`src/rtl/phy_rst_seq.sv`:
```
module phy_rst_seq #(
  parameter int unsigned CLK_HZ     = 25_000_000,
  parameter int unsigned PIN_MIN_US = 1,
  parameter int unsigned SETTLE_US  = 200,
  parameter int unsigned AW         = 5,
  parameter int unsigned DW         = 16
) (
  input  logic          clk,
  input  logic          por_n,
  input  logic          rst_pin_n,
  input  logic          wr_en,
  input  logic [AW-1:0] wr_addr,
  input  logic [DW-1:0] wr_data,
  output logic          rst_std,
  output logic          rst_ext,
  output logic          rst_core,
  output logic          strap_load,
  output logic          busy,
  output logic          pend_std,
  output logic          pend_all,
  output logic          pend_restart
);
  localparam int unsigned CYC_US     = (CLK_HZ / 1_000_000) > 0 ? CLK_HZ / 1_000_000 : 1;
  localparam int unsigned PIN_CYC    = PIN_MIN_US * CYC_US;
  localparam int unsigned SETTLE_CYC = SETTLE_US * CYC_US;
  localparam int unsigned TW         = $clog2(SETTLE_CYC + 1);
  localparam int unsigned PW         = $clog2(PIN_CYC + 1);
  localparam logic [TW-1:0] T_LOAD   = TW'(SETTLE_CYC - 1);
  localparam logic [PW-1:0] P_MAX    = PW'(PIN_CYC);
  localparam logic [AW-1:0] A_STD    = AW'(0);
  localparam logic [AW-1:0] A_CTL    = AW'(31);
  localparam int unsigned B_STD      = 15;
  localparam int unsigned B_ALL      = 15;
  localparam int unsigned B_RESTART  = 14;

  logic [1:0]    pin_sync;
  logic [PW-1:0] low_cnt;
  logic [TW-1:0] timer;
  logic [3:0]    scope;
  logic [2:0]    pend;
  logic          active;

  wire pin_low  = ~pin_sync[1];
  wire pin_hold = pin_low && (low_cnt == P_MAX);
  wire w_std    = wr_en && (wr_addr == A_STD) && wr_data[B_STD];
  wire w_all    = wr_en && (wr_addr == A_CTL) && wr_data[B_ALL];
  wire w_rst    = wr_en && (wr_addr == A_CTL) && wr_data[B_RESTART];

  wire [3:0] req = {pin_hold,
                    pin_hold | w_all | w_rst,
                    pin_hold | w_all,
                    pin_hold | w_all | w_std};

  always_ff @(posedge clk or negedge por_n) begin
    if (!por_n) begin
      pin_sync <= 2'b11;
      low_cnt  <= '0;
    end else begin
      pin_sync <= {pin_sync[0], rst_pin_n};
      if (!pin_low)
        low_cnt <= '0;
      else if (low_cnt != P_MAX)
        low_cnt <= low_cnt + 1'b1;
    end
  end

  always_ff @(posedge clk or negedge por_n) begin
    if (!por_n) begin
      scope  <= 4'hF;
      timer  <= T_LOAD;
      active <= 1'b1;
      pend   <= '0;
    end else if (|req) begin
      scope  <= scope | req;
      timer  <= T_LOAD;
      active <= 1'b1;
      pend   <= pend | {w_rst, w_all, w_std};
    end else if (active) begin
      if (timer == '0) begin
        active <= 1'b0;
        scope  <= '0;
        pend   <= '0;
      end else begin
        timer <= timer - 1'b1;
      end
    end
  end

  assign {strap_load, rst_core, rst_ext, rst_std} = scope;
  assign busy = active;
  assign {pend_restart, pend_all, pend_std} = pend;
endmodule

```
`config.mk`:
```
export PLATFORM = sky130hd
export DESIGN_NAME = phy_rst_seq
export DESIGN_NICKNAME = d
export VERILOG_FILES = /design/src/rtl/phy_rst_seq.sv
export SDC_FILE = /design/constraint.sdc
export NUM_CORES = 1
export LEC_CHECK = 0
export CAP_MARGIN = 15
export CELL_PAD_IN_SITES_DETAIL_PLACEMENT = 1
export CELL_PAD_IN_SITES_GLOBAL_PLACEMENT = 2
export CORE_MARGIN = 4
export CORE_UTILIZATION = 31
export CTS_CLUSTER_DIAMETER = 30
export DETAILED_ROUTE_END_ITERATION = 10
export PLACE_DENSITY = 0.87
export SKIP_CTS_REPAIR_TIMING = 1
export SYNTH_ARGS = -nofsm -noshare
export SYNTH_HDL_FRONTEND = slang
export SYNTH_SLANG_ARGS = --single-unit
```
`constraint.sdc`:
```
create_clock -name clk -period 3.1 [get_ports clk]
set_clock_uncertainty 0.2 [all_clocks]
set_input_delay 0.775 -clock clk [delete_from_list [all_inputs] [get_ports clk]]
set_output_delay 0.775 -clock clk [all_outputs]
set_load 0.005 [all_outputs]
```
# Word-level counts from Yosys, hierarchy flattened
# Index checks and enable logic that the tools add are counted.
# totals
regBits	28
output_inout_bits	8
# classes
add_sub_neg	2
eq_ne	4
n_mux	14
bitwise_logic	6
reduce_logical	14
# op_table
op	count
two-way mux 13 bit	3
logical NOT 13 bit	1
subtractor 13 x 1 -> 13 bit, second input constant	1
two-way mux 4 bit	3
equality test 5 bit, second input constant	2
two-way mux 5 bit	2
two-way mux 3 bit	3
logical AND 1 bit	6
nonzero test 2 bit	3
adder 5 x 1 -> 5 bit, second input constant	1
logical NOT 5 bit	1
inequality test 5 bit, second input constant	1
OR 4 bit	1
AND reduction 2 bit	2
OR reduction 4 bit	1
two-way mux 1 bit	3
OR 1 bit	3
OR 3 bit	1
inequality test 2 bit, second input constant	1
NOT 1 bit	1

# Logic depth before layout (Yosys ltp)
# logic_depth
ltp_word	8
ltp_mapped	7
ltp_nobuf	6

# Worst setup path after synthesis
# No wires, ideal clock.
# synth_path
path_kind	input -> register
startpoint	input port wr_addr[0]
endpoint	register timer[3]
setup_ns	0.134
arrival_time_ns	2.002
path_slack_ns	0.763
stages	5
path_buffers	1
cell_sequence	or3_1 > nor4_1 > or2_2 > clkbuf_1 > nor3_1
# synth_between
elab_chain_len	8
elab_cells_between_ends	15
cone_classes	2 x eq/ne; 1 x mux; 3 x bitwise; 9 x reduce/logical
# synth_rtl
element	line_no	rtl
start: declaration	12	input logic [AW-1:0] wr_addr,
equality test 5 bit	46, 47	
logical AND 1 bit	46, 47	
logical AND 1 bit	46	wire w_all = wr_en && (wr_addr == A_CTL) && wr_data[B_ALL];
OR 1 bit	50, 51, 52	
OR 1 bit, on equally long branches	52, 50	
OR reduction 4 bit (*)	73	end else if (|req) begin
inequality test 2 bit (no source line) or nonzero test 2 bit (tied branches)	--	
AND reduction 2 bit (no source line)	--	
end signal: assignment	84	timer <= timer - 1'b1;
end: declaration	38	logic [TW-1:0] timer;
# Mark *: on every way between the ends. The rest lies on a longest branch, timed or not.
# A chain may end at the register's enable or synchronous reset.

# Worst setup path after layout
# layout_path
startpoint	register active, in the netlist busy
endpoint	register timer[11]
# layout_between
elab_chain_len	2
# layout_rtl
element	line_no	rtl
start: declaration	41	logic active;
start signal: assignment	71	active <= 1'b1;
start signal: assignment	76	active <= 1'b1;
start signal: assignment	80	active <= 1'b0;
nonzero test 2 bit (no source line)	--	
AND reduction 2 bit (no source line)	--	
# No other way between the ends.

==> summary.txt <==
Setup path
  • Worst reg-to-reg setup slack: 690 ps
  • Beginning of the worst register-to-register path: busy$_DFF_PN1_
  • Endpoint kind of the worst setup timing path: register
  • Data required time of the critical path: 3100 ps
  • Worst path buffer plus inverter count: 0
  • Worst r2r dst: timer[11]$_DFFE_PN0P_
  • Critical path type: register to register
  • Number of cells on the worst reg-to-reg path: 4
  • Worst Path Max Fanout: 7
  • Sequence of cells on the critical path: nor4b_1 > nor3b_1 > or4b_1 > a21oi_1
  • Delay contributed by the slowest stage of the critical path: 610 ps
  • Largest delay share family, worst path: simple AND/OR/NAND/NOR gates
  • CP startpoint kind: register
  • Arrival @ worst endpoint: 2410 ps
  • Slowest cell on the critical path: sky130_fd_sc_hd__dfstp_2

Cells and area
  • Count of inserted antenna diode cells: 0
  • Fraction of final layout cells sized beyond drive strength 1: 0.184
  • Count of nets after finishing: 177
  • Number of non-filler instances in the completed layout: 199
  • Most frequent standard cell in the layout excluding fill and tap cells: sky130_fd_sc_hd__clkdlybuf4s50_1
  • Area growth from synthesis to final layout: 20.6%
  • Final core area utilization: 0.385
  • Commonest cells after routing, fill and taps aside: sky130_fd_sc_hd__clkdlybuf4s50_1 (18), sky130_fd_sc_hd__dfstp_2 (14), sky130_fd_sc_hd__dfrtp_1 (14)

Synth
  • Number of cells produced by synthesis: 126
  • Area share of the largest cell type after synthesis: 0.264
  • Post-synthesis xor/xnor area fraction: 0.0378
  • Netlist cell types: 41
  • EDFF count, synth: 0
  • Post-Synthesis Mean Instance Area: 11.0 sq um
  • Fraction of registers with async set or reset after synthesis: 1.00
  • Adder-Cell Fraction of Synth Area: 0.0360
  • Simple-gate share of the synthesized area: 0.251
  • Proportion of synthesized chip area in sequential cells: 0.516
  • Combinational family with the most area after synthesis: simple AND/OR/NAND/NOR gates
  • Complex-gate fraction of the synthesized area: 0.138
  • Cell taking the most area after synthesis: sky130_fd_sc_hd__dfstp_2
  • Net count after synthesis: 155
  • Portion of netlist area occupied by mux cells: 0
  • Largest cells by area after synthesis: sky130_fd_sc_hd__dfstp_2 (26%), sky130_fd_sc_hd__dfrtp_1 (25%), sky130_fd_sc_hd__ha_1 (3.6%), sky130_fd_sc_hd__or3_1 (3.1%), sky130_fd_sc_hd__nand2_1 (2.7%)
  • Synthesized area: 1390 sq um
  • Total number of yosys warnings: 0
  • Register bit total from synthesis: 28
  • Most used flip-flop cell after synthesis: sky130_fd_sc_hd__dfstp_2

Floorplan
  • Vert. Die Dim: 75.0 microns
  • Initial standard-cell utilization of the core: 0.320
  • Top Ports: 33
  • Site row count: 24
  • Horizontal extent of the die: 75.0 microns
  • Core region area: 4350 sq um
  • Total Die Area: 5620 sq um

Run
  • Number of maximum-capacitance violations: 0

Hold path
  • Worst Hold Endpoint: pin_sync[1]$_DFF_PN1_
  • Min-Delay Startpoint: pin_sync[0]$_DFF_PN1_
  • Worst hold stages: 0
  • Hold WC Path Type: register to register

Route
  • Drt via density: 5.45
  • Average detailed-routed wire length per instance: 16.5 microns
  • Number of DRC markers in iteration 0: 39
  • Post-route DRC violation count: 0
  • First-pass iteration count of the detailed router: 4
  • Wirelength, routed: 3.28 mm
  • Via total after detailed routing: 1085
  • Residual antenna-violating net count after detailed routing: 0

Power and ir drop
  • PwrDens: 624 nW/um^2
  • Sw power: 0.000337 W
  • Max rail drop VDD: 0.212 mV
  • Share of total power in sequential cells: 0.533
  • Proportion of power drawn by the clock network: 0.194
  • Standby leakage power: 0.645 nW
  • Total power draw: 0.00105 W
  • Proportion of total power due to net switching: 0.322
  • Internal power: 0.000711 W
  • Power share of the combinational group: 0.273

CTS
  • Root Buffer Master: sky130_fd_sc_hd__clkbuf_8
  • Inserted Clock Buffers: 3
  • TritonCTS clock tree: built
  • Clock-pin slew of the registers on the worst-case setup and hold paths: 90 ps
  • Clock latency at the later pin of the worst-skew pair: 270 ps
  • Maximum clock insertion buffer count: 2
  • # clock sinks: 28
  • Level count of the clock H-tree: 1

STA
  • Number of hold violations in the final report: 0
  • Final Slew Violations: 0
  • Final cycle utilization of the critical path: 0.778
  • Transition time of the tightest slew-check pin: 662 ps
  • Highest attainable clock frequency: 415 MHz
  • Slew HR: 0.553
  • Fin crit period: 2410 ps
  • Unrepaired setup endpoints after global routing: false
  • Setup TNS: 0 ps
  • Setup Viol. Count Final: 0

Global routing
  • Sum of overflow across all layers after global routing: 0
  • Number of global-route vias before repair: 1185
  • Wire length of the first global-routing pass: 5.51 mm
  • Number of antenna violations at the first check in global routing: 0
  • Total track usage: 0.124
  • Largest net degree at the start of global routing: 29

Run status
  • Outcome: finished, final reports clean

Placed design
  • Placed Cells incl. Taps: 195
  • Port Buffers: 18
  • Final GP Congestion: 0.827
  • Placed wire-length estimate after detailed placement: 2.47 mm
-- layout make-up --
cell class	count	area, sq um
Timing Repair Buffer	20	195
Inverter	3	11.3
Tap cell	52	65.1
Clock buffer	4	45.0
Multi-Input combinational cell	92	643
Fill cell	490	2680
Sequential cell	28	718
-- kinds of logic (layout without fill, tap and decap cells) --
family | after synthesis | in the layout
AO/OA/AOI/OAI | 25 | 25
flip-flops | 28 | 28
XOR/XNOR | 6 | 6
AND/OR/NAND/NOR | 57 | 57
adder cells (fa/ha/maj) | 4 | 4
buffers and inverters | 6 | 27
-- registers in the layout, summed over array words and instances, names as in the netlist --
signal / cells
pin_sync: 2
timer: 13
low_cnt: 5
scope: 4
pend: 3
busy: 1
-- worst register-to-register path, stage by stage, from the launching register on --
cell,delay [ps]
sky130_fd_sc_hd__dfstp_2,610
sky130_fd_sc_hd__nor4b_1,570
sky130_fd_sc_hd__nor3b_1,340
sky130_fd_sc_hd__or4b_1,470
sky130_fd_sc_hd__a21oi_1,150
-- per-layer routing --
layer | wire, microns | up-vias | share of wire | global-route usage
li1 | - | 512 | - | -
met1 | 1360 | 553 | 0.42 | 0.153
met2 | 1760 | 18 | 0.54 | 0.226
met3 | 148 | 2 | 0.045 | 0.0187
met4 | 8 | 0 | 0.0024 | 0.0296
met5 | 0 | - | 0 | 0
-- worst max path at each step --
| stage | cells after the start | startpoint | endpoint | slack (ps) |
|---|---|---|---|---|
| 3_3_place_gp | 6 | wr_addr[0] | scope[0]$_DFFE_PN1P_ | 490 |
| 2_1_floorplan | 5 | wr_addr[0] | timer[3]$_DFFE_PN0P_ | 760 |
| 4_1_cts | 4 | busy$_DFF_PN1_ | timer[11]$_DFFE_PN0P_ | 650 |
| 6_report | 4 | busy$_DFF_PN1_ | timer[11]$_DFFE_PN0P_ | 690 |
| 5_1_grt | 4 | timer[10]$_DFFE_PN0P_ | pend[0]$_DFFE_PN0P_ | 470 |
| 3_5_place_dp | 5 | wr_addr[2] | pend[2]$_DFFE_PN0P_ | 410 |
-- stage by stage --
stage               hold WS (ps)  setup slack [ps]  instance area (sq um)
floorplan                    145               763                   1390
global placement             148               489                   1630
detailed placement           149               410                   1630
CTS                          164               651                   1680
global route                 169               465                   1680
finish                       161               689                   1680
-- synthesized netlist by cell type, types with 2 or more instances --
cell type,count
sky130_fd_sc_hd__xor2_1,3
sky130_fd_sc_hd__xnor2_1,3
sky130_fd_sc_hd__nand2b_1,2
sky130_fd_sc_hd__nand3_1,5
sky130_fd_sc_hd__dfstp_2,14
sky130_fd_sc_hd__or4_1,3
sky130_fd_sc_hd__ha_1,4
sky130_fd_sc_hd__or4b_1,2
sky130_fd_sc_hd__clkbuf_1,2
sky130_fd_sc_hd__nor4_1,2
sky130_fd_sc_hd__or4_4,2
sky130_fd_sc_hd__or2_2,3
sky130_fd_sc_hd__nand4bb_1,2
sky130_fd_sc_hd__nand2_1,10
sky130_fd_sc_hd__or3_1,7
sky130_fd_sc_hd__a21oi_1,5
sky130_fd_sc_hd__o41ai_1,3
sky130_fd_sc_hd__nor2_1,10
sky130_fd_sc_hd__nor3_1,3
sky130_fd_sc_hd__dfrtp_1,14
sky130_fd_sc_hd__o21a_1,4
sky130_fd_sc_hd__inv_1,3
sky130_fd_sc_hd__o21ai_0,2
-- power groups by stage --
stage	logic [W]	clock network (W)	registers [W]
2_1_floorplan	0.000205	0	0.000539
3_3_place_gp	0.000267	0	0.000552
3_5_place_dp	0.000289	0	0.000565
4_1_cts	0.000292	0.000214	0.000560
5_1_grt	0.000321	0.000223	0.000571
6_report	0.000286	0.000203	0.000558
No activity file was read; power rests on OpenSTA's default activity.
